--- src/rtl/wm_tx_fifo_pkg.sv ---
package wm_tx_fifo_pkg;
  typedef enum logic {
    REQ_IDLE = 1'b0,
    REQ_WAIT = 1'b1
  } req_state_e;
endpackage

--- src/rtl/wm_tx_fifo_store.sv ---
module wm_tx_fifo_store #(
  parameter int unsigned DEPTH = 64,
  parameter int unsigned DW    = 8,
  parameter int unsigned AW    = $clog2(DEPTH),
  parameter int unsigned LW    = $clog2(DEPTH + 1)
) (
  input  logic          clk_i,
  input  logic          rst_ni,
  input  logic          wr_en_i,
  input  logic [DW-1:0] wr_data_i,
  input  logic          rd_en_i,
  output logic [DW-1:0] rd_data_o,
  output logic [LW-1:0] level_o,
  output logic          empty_o,
  output logic          full_o
);
  localparam logic [AW-1:0] LAST   = AW'(DEPTH - 1);
  localparam logic [LW-1:0] FULL_L = LW'(DEPTH);
  localparam bit            POW2   = (DEPTH == (1 << AW));

  logic [DW-1:0] mem_q [DEPTH];
  logic [AW-1:0] wr_ptr_q, rd_ptr_q, wr_ptr_nx, rd_ptr_nx;
  logic [LW-1:0] cnt_q;

  generate
    if (POW2) begin : g_wrap_nat
      assign wr_ptr_nx = wr_ptr_q + AW'(1);
      assign rd_ptr_nx = rd_ptr_q + AW'(1);
    end else begin : g_wrap_cmp
      assign wr_ptr_nx = (wr_ptr_q == LAST) ? '0 : wr_ptr_q + AW'(1);
      assign rd_ptr_nx = (rd_ptr_q == LAST) ? '0 : rd_ptr_q + AW'(1);
    end
  endgenerate

  always_ff @(posedge clk_i) begin
    if (wr_en_i) mem_q[wr_ptr_q] <= wr_data_i;
  end

  always_ff @(posedge clk_i or negedge rst_ni) begin
    if (!rst_ni) begin
      wr_ptr_q <= '0;
      rd_ptr_q <= '0;
      cnt_q    <= '0;
    end else begin
      if (wr_en_i) wr_ptr_q <= wr_ptr_nx;
      if (rd_en_i) rd_ptr_q <= rd_ptr_nx;
      unique case ({wr_en_i, rd_en_i})
        2'b10:   cnt_q <= cnt_q + LW'(1);
        2'b01:   cnt_q <= cnt_q - LW'(1);
        default: cnt_q <= cnt_q;
      endcase
    end
  end

  assign rd_data_o = mem_q[rd_ptr_q];
  assign level_o   = cnt_q;
  assign empty_o   = (cnt_q == '0);
  assign full_o    = (cnt_q == FULL_L);
endmodule

--- src/rtl/wm_tx_fifo_req.sv ---
module wm_tx_fifo_req
  import wm_tx_fifo_pkg::*;
#(
  parameter int unsigned AW = 6,
  parameter int unsigned LW = 7
) (
  input  logic          clk_i,
  input  logic          rst_ni,
  input  logic [LW-1:0] level_i,
  input  logic [AW-1:0] wmark_i,
  input  logic          done_i,
  output logic          req_o
);
  req_state_e state_q, state_d;
  logic       at_mark;

  assign at_mark = (level_i <= LW'(wmark_i));

  always_comb begin
    state_d = state_q;
    unique case (state_q)
      REQ_IDLE: if (at_mark) state_d = REQ_WAIT;
      REQ_WAIT: if (done_i)  state_d = REQ_IDLE;
      default:               state_d = REQ_IDLE;
    endcase
  end

  always_ff @(posedge clk_i or negedge rst_ni) begin
    if (!rst_ni) state_q <= REQ_IDLE;
    else         state_q <= state_d;
  end

  assign req_o = (state_q == REQ_WAIT);
endmodule

--- src/rtl/wm_tx_fifo_err.sv ---
module wm_tx_fifo_err (
  input  logic clk_i,
  input  logic rst_ni,
  input  logic ovf_evt_i,
  input  logic udf_evt_i,
  input  logic clr_i,
  output logic ovf_o,
  output logic udf_o
);
  logic ovf_q, udf_q;

  // a fresh event outranks a clear in the same cycle
  always_ff @(posedge clk_i or negedge rst_ni) begin
    if (!rst_ni) begin
      ovf_q <= 1'b0;
      udf_q <= 1'b0;
    end else begin
      ovf_q <= ovf_evt_i | (ovf_q & ~clr_i);
      udf_q <= udf_evt_i | (udf_q & ~clr_i);
    end
  end

  assign ovf_o = ovf_q;
  assign udf_o = udf_q;
endmodule

--- src/rtl/wm_tx_fifo.sv ---
module wm_tx_fifo
  import wm_tx_fifo_pkg::*;
#(
  parameter int unsigned DEPTH = 64,
  parameter int unsigned DW    = 8,
  localparam int unsigned AW   = $clog2(DEPTH),
  localparam int unsigned LW   = $clog2(DEPTH + 1)
) (
  input  logic          clk_i,
  input  logic          rst_ni,
  input  logic          wmark_we_i,
  input  logic [AW-1:0] wmark_wdata_i,
  input  logic          push_i,
  input  logic [DW-1:0] push_data_i,
  input  logic          pop_i,
  output logic [DW-1:0] pop_data_o,
  input  logic          burst_done_i,
  output logic          dma_req_o,
  input  logic          err_clr_i,
  output logic [LW-1:0] level_o,
  output logic          empty_o,
  output logic          full_o,
  output logic          ovf_o,
  output logic          udf_o
);
  logic [AW-1:0] wm_q;
  logic          wr_ok, rd_ok;
  logic          st_empty, st_full;
  logic [LW-1:0] st_level;

  always_ff @(posedge clk_i or negedge rst_ni) begin
    if (!rst_ni)         wm_q <= '0;
    else if (wmark_we_i) wm_q <= wmark_wdata_i;
  end

  // full blocks a push even when a pop shares the cycle
  assign wr_ok = push_i & ~st_full;
  assign rd_ok = pop_i & ~st_empty;

  wm_tx_fifo_store #(
    .DEPTH (DEPTH),
    .DW    (DW),
    .AW    (AW),
    .LW    (LW)
  ) u_store (
    .clk_i     (clk_i),
    .rst_ni    (rst_ni),
    .wr_en_i   (wr_ok),
    .wr_data_i (push_data_i),
    .rd_en_i   (rd_ok),
    .rd_data_o (pop_data_o),
    .level_o   (st_level),
    .empty_o   (st_empty),
    .full_o    (st_full)
  );

  wm_tx_fifo_req #(
    .AW (AW),
    .LW (LW)
  ) u_req (
    .clk_i   (clk_i),
    .rst_ni  (rst_ni),
    .level_i (st_level),
    .wmark_i (wm_q),
    .done_i  (burst_done_i),
    .req_o   (dma_req_o)
  );

  wm_tx_fifo_err u_err (
    .clk_i     (clk_i),
    .rst_ni    (rst_ni),
    .ovf_evt_i (push_i & st_full),
    .udf_evt_i (pop_i & st_empty),
    .clr_i     (err_clr_i),
    .ovf_o     (ovf_o),
    .udf_o     (udf_o)
  );

  assign level_o = st_level;
  assign empty_o = st_empty;
  assign full_o  = st_full;
endmodule

--- config.mk ---
export PLATFORM = sky130hd
export DESIGN_NAME = wm_tx_fifo
export DESIGN_NICKNAME = d
export VERILOG_FILES = /design/src/rtl/wm_tx_fifo_pkg.sv /design/src/rtl/wm_tx_fifo_store.sv /design/src/rtl/wm_tx_fifo_req.sv /design/src/rtl/wm_tx_fifo_err.sv /design/src/rtl/wm_tx_fifo.sv
export SDC_FILE = /design/constraint.sdc
export NUM_CORES = 1
export LEC_CHECK = 0
export BUFFER_PORTS_ARGS = -buffer_cell sky130_fd_sc_hd__buf_2
export CAP_MARGIN = 20
export CORE_MARGIN = 3
export CORE_UTILIZATION = 55
export CTS_CLUSTER_SIZE = 10
export DETAILED_ROUTE_END_ITERATION = 16
export HOLD_SLACK_MARGIN = 0.03
export PLACE_DENSITY_LB_ADDON = 0.3
export SLEW_MARGIN = 20
export SYNTH_ARGS = -nofsm -noshare
export SYNTH_HDL_FRONTEND = slang
export SYNTH_HIERARCHICAL = 1
export SYNTH_SLANG_ARGS = --single-unit
--- constraint.sdc ---
create_clock -name clk_i -period 5.1 [get_ports clk_i]
set_input_delay 1.275 -clock clk_i [delete_from_list [all_inputs] [get_ports clk_i]]
set_output_delay 1.275 -clock clk_i [all_outputs]
set_load 0.01 [all_outputs]
Yosys cells after proc, flatten, opt, wreduce, memory -nomap -nowiden:

Memory sizes are Yosys's and may differ from the RTL's.
Cells that the tools add are included.

* output and inout port bits: 20
* word-level logic and storage cells: 36
* flip-flop bits (word level): 28
* memories: 1
* RAM bits: 512

Memories
* u_store.mem_q: words 64, bits a word 8, read ports 1, clocked after Yosys merged registers in 0, wr ports 1, RTL line wm_tx_fifo_store.sv:21 `logic [DW-1:0] mem_q [DEPTH];`

* bitwise gates (word level): 12
* order comparisons: 1
* equality and inequality tests: 3
* reductions and logical operators: 2
* muxes and demuxes: 6
* $add $sub $neg: 4

Operator list (count)
* $pmux W7 S2: 1
* $add A6 B1 Y6 const B: 2
* $add A7 B1 Y7 const B: 1
* $eq A7 B7 Y1 const B: 1
* $le A7 B6 Y1: 1
* $logic_not A7 Y1: 1
* $sub A7 B1 Y7 const B: 1
* $and A1 B1 Y1: 6
* $mux W1: 4
* $not A1 Y1: 4
* $eq A2 B1 Y1 const B: 1
* $eq A2 B2 Y1 const B: 1
* $or A1 B1 Y1: 2
* $pmux W1 S2: 1
* $reduce_bool A2 Y1: 1

Longest topological paths before layout:

* word-level depth: 5
* mapped depth: 16

Modules after synthesis:

The synthesis kept the hierarchy.

By module, submodules not included
* wm_tx_fifo_store: area an instance 21240.4 sq um, times used 1, seq. area each 15850.2 sq um, cells each 1138
* wm_tx_fifo: area an instance 276.5 sq um, times used 1, seq. area each 150.1 sq um, cells each 17
* wm_tx_fifo_req: area an instance 191.4 sq um, times used 1, seq. area each 25.0 sq um, cells each 25
* wm_tx_fifo_err: area an instance 68.8 sq um, times used 1, seq. area each 50.0 sq um, cells each 5

Least setup slack after synthesis:

Ideal clock, no wire load.

* path kind: input port to flip-flop
* from: in push_i
* to: reg u_store.cnt_q[6] (netlist: u_store/level_o[6])
* library setup time: 79 ps
* data required time: 5021 ps
* data arrival time: 3544 ps
* stages: 12
* path slack: 1476 ps
* cells stage by stage: nor2b_1 clkbuf_1 inv_1 ha_1 clkbuf_1 xor2_1 ha_1 and3b_1 o21ai_0 a21boi_0 nor4_1 xor2_1

* word-level cells in the longest chain between the ends: 3
* elaborated cells between the ends (all ways): 5
* classes of those cells: eq/ne (2); mux (1); bitwise (1); reduce/logical (1)

RTL lines
* start: declaration: RTL line wm_tx_fifo.sv:13 `input logic push_i,`
* $and A1 B1 Y1 *: RTL line wm_tx_fifo.sv:37 `assign wr_ok = push_i & ~st_full;`
* $eq A2 B1 Y1 / $eq A2 B2 Y1 (equally long branches): RTL line wm_tx_fifo_store.sv:47 `unique case ({wr_en_i, rd_en_i})`
* $pmux W7 S2 / $reduce_bool A2 Y1 (equally long branches)
* end signal: assignment: RTL line wm_tx_fifo_store.sv:48 `2'b10: cnt_q <= cnt_q + LW'(1);`
* end signal: assignment: RTL line wm_tx_fifo_store.sv:49 `2'b01: cnt_q <= cnt_q - LW'(1);`
* end signal: assignment: RTL line wm_tx_fifo_store.sv:50 `default: cnt_q <= cnt_q;`
* end: declaration: RTL line wm_tx_fifo_store.sv:23 `logic [LW-1:0] cnt_q;`

Every way passes the cells marked *; elsewhere a longest branch is shown, timed or not.
A chain may end at the register's enable or synchronous reset.

Worst setup path after layout:

* from: reg u_store.rd_ptr_q[1]
* to: out pop_data_o[0]

* word-level cells in the longest chain between the ends: 1

RTL lines
* start: declaration: RTL line wm_tx_fifo_store.sv:22 `logic [AW-1:0] wr_ptr_q, rd_ptr_q, wr_ptr_nx, rd_ptr_nx;`
* start signal: assignment: RTL line wm_tx_fifo_store.sv:46 `if (rd_en_i) rd_ptr_q <= rd_ptr_nx;`
* $mem_v2 Z64 W8
* end: declaration: RTL line wm_tx_fifo.sv:16 `output logic [DW-1:0] pop_data_o,`

Every way passes these cells.

==> results.json <==
{
  "reg2reg_depth": 8,
  "synth_area_sq_mm": 0.0218,
  "synth_top_cell_by_area": "edfxtp_1",
  "viasPerCell": 6.25,
  "setup_ws_ns": 0.238,
  "synth.distinct_cells": 58,
  "place_inst": 1707,
  "track_usage": 0.239,
  "ant_nets": 0,
  "boundaryPins": 41,
  "synth_common_cells": "edfxtp_1, mux2i_1, nor2_1",
  "worstPathArrival_ns": 3.59,
  "fin_setup_tns_ns": 0,
  "path_class": "flip-flop to output port",
  "r2r_end": "u_store/mem_q[38][5]",
  "start_util": 0.560,
  "avgSynthCellArea_sq_um": 18.4,
  "final_cells": 1809,
  "fin_skew_ns": 0.0222,
  "ys_async_sr_fraction": 0.0519,
  "fin_util": 0.621,
  "grt_pass1_wl_mm": 73.4,
  "dr_total_vias": 11300,
  "min_from": "u_err/ovf_o",
  "power_uw": 13200,
  "cts_buffers": 60,
  "ir_worst_vdd_mv": 0.313,
  "synthCells": 1185,
  "setup.worst_path.end_class": "output port",
  "cts_root_buffer": "clkbuf_16",
  "rsz0062_at_grt": "false",
  "p_per_area_mw_per_mm2": 544,
  "portBuffers": 40,
  "critPathLaunchType": "flip-flop",
  "wl_per_cell_um": 27.0,
  "cp_slowest_stage_delay_ns": 0.71,
  "worstMarginPinSlew_ns": 1.08,
  "cts_htree_levels": 2,
  "gr-total-overflow": 0,
  "synth_fp_nets": 1217,
  "maxClockFrequency_ghz": 0.206,
  "hold_path.class": "flip-flop to flip-flop",
  "synth_top_area_frac": 0.706,
  "drive_above_1_share": 0.184,
  "drc": 0,
  "cts_tree": "yes",
  "yosys_warnings": 6,
  "regToRegSetupSlack_ns": 1.19,
  "critical_path.cell_chain": "buf_4 -> or3b_1 -> o22ai_1 -> a211oi_1 -> a21oi_1 -> a32o_1 -> buf_2",
  "clk_path_buf_depth": 3,
  "die_h_um": 205,
  "final_nets": 1285,
  "clkSinkCount": 540,
  "cpMaxStageDelayCell": "dfrtp_2",
  "pre_cts_slack_ns": 0.890,
  "crit_buf_inv": 2,
  "hold_buffers": 0,
  "synth-edff-count": 512,
  "core.rowCount": 72,
  "synth_seq_cells": 540,
  "grt_antenna_before_repair": 0,
  "status": "complete, no violations",
  "grt_max_degree": 65,
  "drt-total-wl_mm": 48.8,
  "finalWorstPathRequiredPeriod_ns": 4.86,
  "yosysSeqAreaShare": 0.738,
  "cts_resized": 0,
  "cp.required_ns": 3.83,
  "hpwl_mm": 29.5,
  "core_region_area_sq_mm": 0.0389,
  "crit_fanout": 28,
  "firstDrtPassIters": 5,
  "hold_violations": 0,
  "synthFlopType": "edfxtp_1",
  "grt_pass1_vias": 11400,
  "slew_violations": 0,
  "dieWidth_um": 205,
  "gp_congestion": 0.847,
  "synth_area_leaders": "edfxtp_1, mux4_2, mux2i_1, dfrtp_1, nor2_1",
  "yosysMostFrequentCell": "edfxtp_1",
  "path_delay_family": "compound AO/OA/AOI/OAI gates",
  "min_period_over_period": 0.953,
  "drt_iter0_drc": 1151,
  "worstSkewPairLatency_ns": 0.61,
  "finalSetupViolCount": 0,
  "drv_cap": 0,
  "max_slew_margin": 0.281,
  "reg2reg_from": "u_store/level_o[2]",
  "min_to": "u_err/ovf_o",
  "clk_pin_slew_ns": 0.06,
  "die_area_sq_mm": 0.0420,
  "p_leak_uw": 0.00816,
  "syn_to_final_growth_pct": 11.0,
  "path_depth": 7,
  "whs_path_depth": 1
}
## how the worst max path moves through the flow
| stage | startpoint | endpoint |
|---|---|---|
| detailed placement | u_store/rd_ptr_q[1] | pop_data_o[0] |
| global placement | u_store/rd_ptr_q[1] | pop_data_o[0] |
| finish | u_store/rd_ptr_q[1] | pop_data_o[0] |
| global route | u_store/rd_ptr_q[1] | pop_data_o[0] |
| CTS | u_store/rd_ptr_q[1] | pop_data_o[7] |
| floorplan | push_i | u_store/level_o[6] |
## placed cells by master (no fill, tap or decap), types with 3 or more instances in the layout
cell and instances:
nor3_1 3, ha_1 11, xnor2_1 7, a211o_1 3
dfrtp_1 25, nor2b_1 6, mux2i_1 131, nand3b_1 5
mux4_2 64, o21ai_1 15, o21ai_0 17, a211oi_1 11
clkbuf_16 61, buf_4 42, buf_12 3, a221oi_2 5
nor4_1 3, inv_1 13, or3_1 3, a221oi_1 25
mux2_4 6, buf_2 38, a21o_1 8, a22oi_1 9
edfxtp_1 512, and2_1 5, nand2_1 26, nand3_1 12
o221ai_1 17, clkbuf_1 36, mux2_2 5, nor2_1 78
o22ai_1 14, a21oi_1 27, xor2_1 11
## routing by layer
metal,vias up,share of wire,global-route usage
met3,106,0.085,0.0521
met5,-,0,0
met2,507,0.48,0.385
met1,5788,0.40,0.327
met4,0,0.032,0.0813
li1,4900,-,-
## final cells by class
type,instances,area (sq um)
sequential,540,16100
clock buffer,97,1660
fill,2808,14700
multi-input combinational,555,5120
timing repair buffer,83,566
tap,518,648
inverter,13,48.8
antenna,1,2.50
clock inverter,2,35.0
## through the flow
step | hold slack, ns | cell area [sq um]
floorplan | 0.482 | 21800
global placement | 0.463 | 22400
detailed placement | 0.462 | 22400
CTS | 0.485 | 24100
global route | 0.522 | 24200
finish | 0.479 | 24200
## cell families (layout without fill, tap and decap cells)
family / Yosys count / in the layout / synth area share
adder cells (fa/ha/maj): 11 / 11 / 0.00632
other: 0 / 1 / 0
multiplexers: 206 / 206 / 0.133
XOR/XNOR: 18 / 18 / 0.00724
AO/OA/AOI/OAI: 164 / 164 / 0.0556
flip-flops: 540 / 540 / 0.738
AND/OR/NAND/NOR: 156 / 156 / 0.0330
buffers and inverters: 90 / 195 / 0.0266
## state kept, by name, indices dropped and copies added, names as in the netlist
register / count
u_err/ovf_o: 1
u_err/udf_o: 1
u_req/req_o: 1
u_store/level_o: 7
u_store/mem_q: 512
u_store/rd_ptr_q: 6
u_store/wr_ptr_q: 6
wm_q: 6
## where the power goes
group	internal, uW	total (uW)	switching (uW)
registers	5090	5460	371
clock network	2240	3810	1570
logic	1600	3880	2280
## worst reg2reg max path, cell delays in order (launching register included)
cell and delay [ns]:
dfrtp_1 0.57, or3_1 0.20, nor4_1 0.06, and2_1 0.19
nor2b_1 0.55, inv_1 0.19, nor2_1 0.29, nand3_1 0.66
nor2_1 0.83
## repair_timing
item,CTS,global route
endpoints found under the setup margin,0,2
hold endpoints to repair,0,0
buffers inserted,0,2
Power figures use the tool's default switching activity.
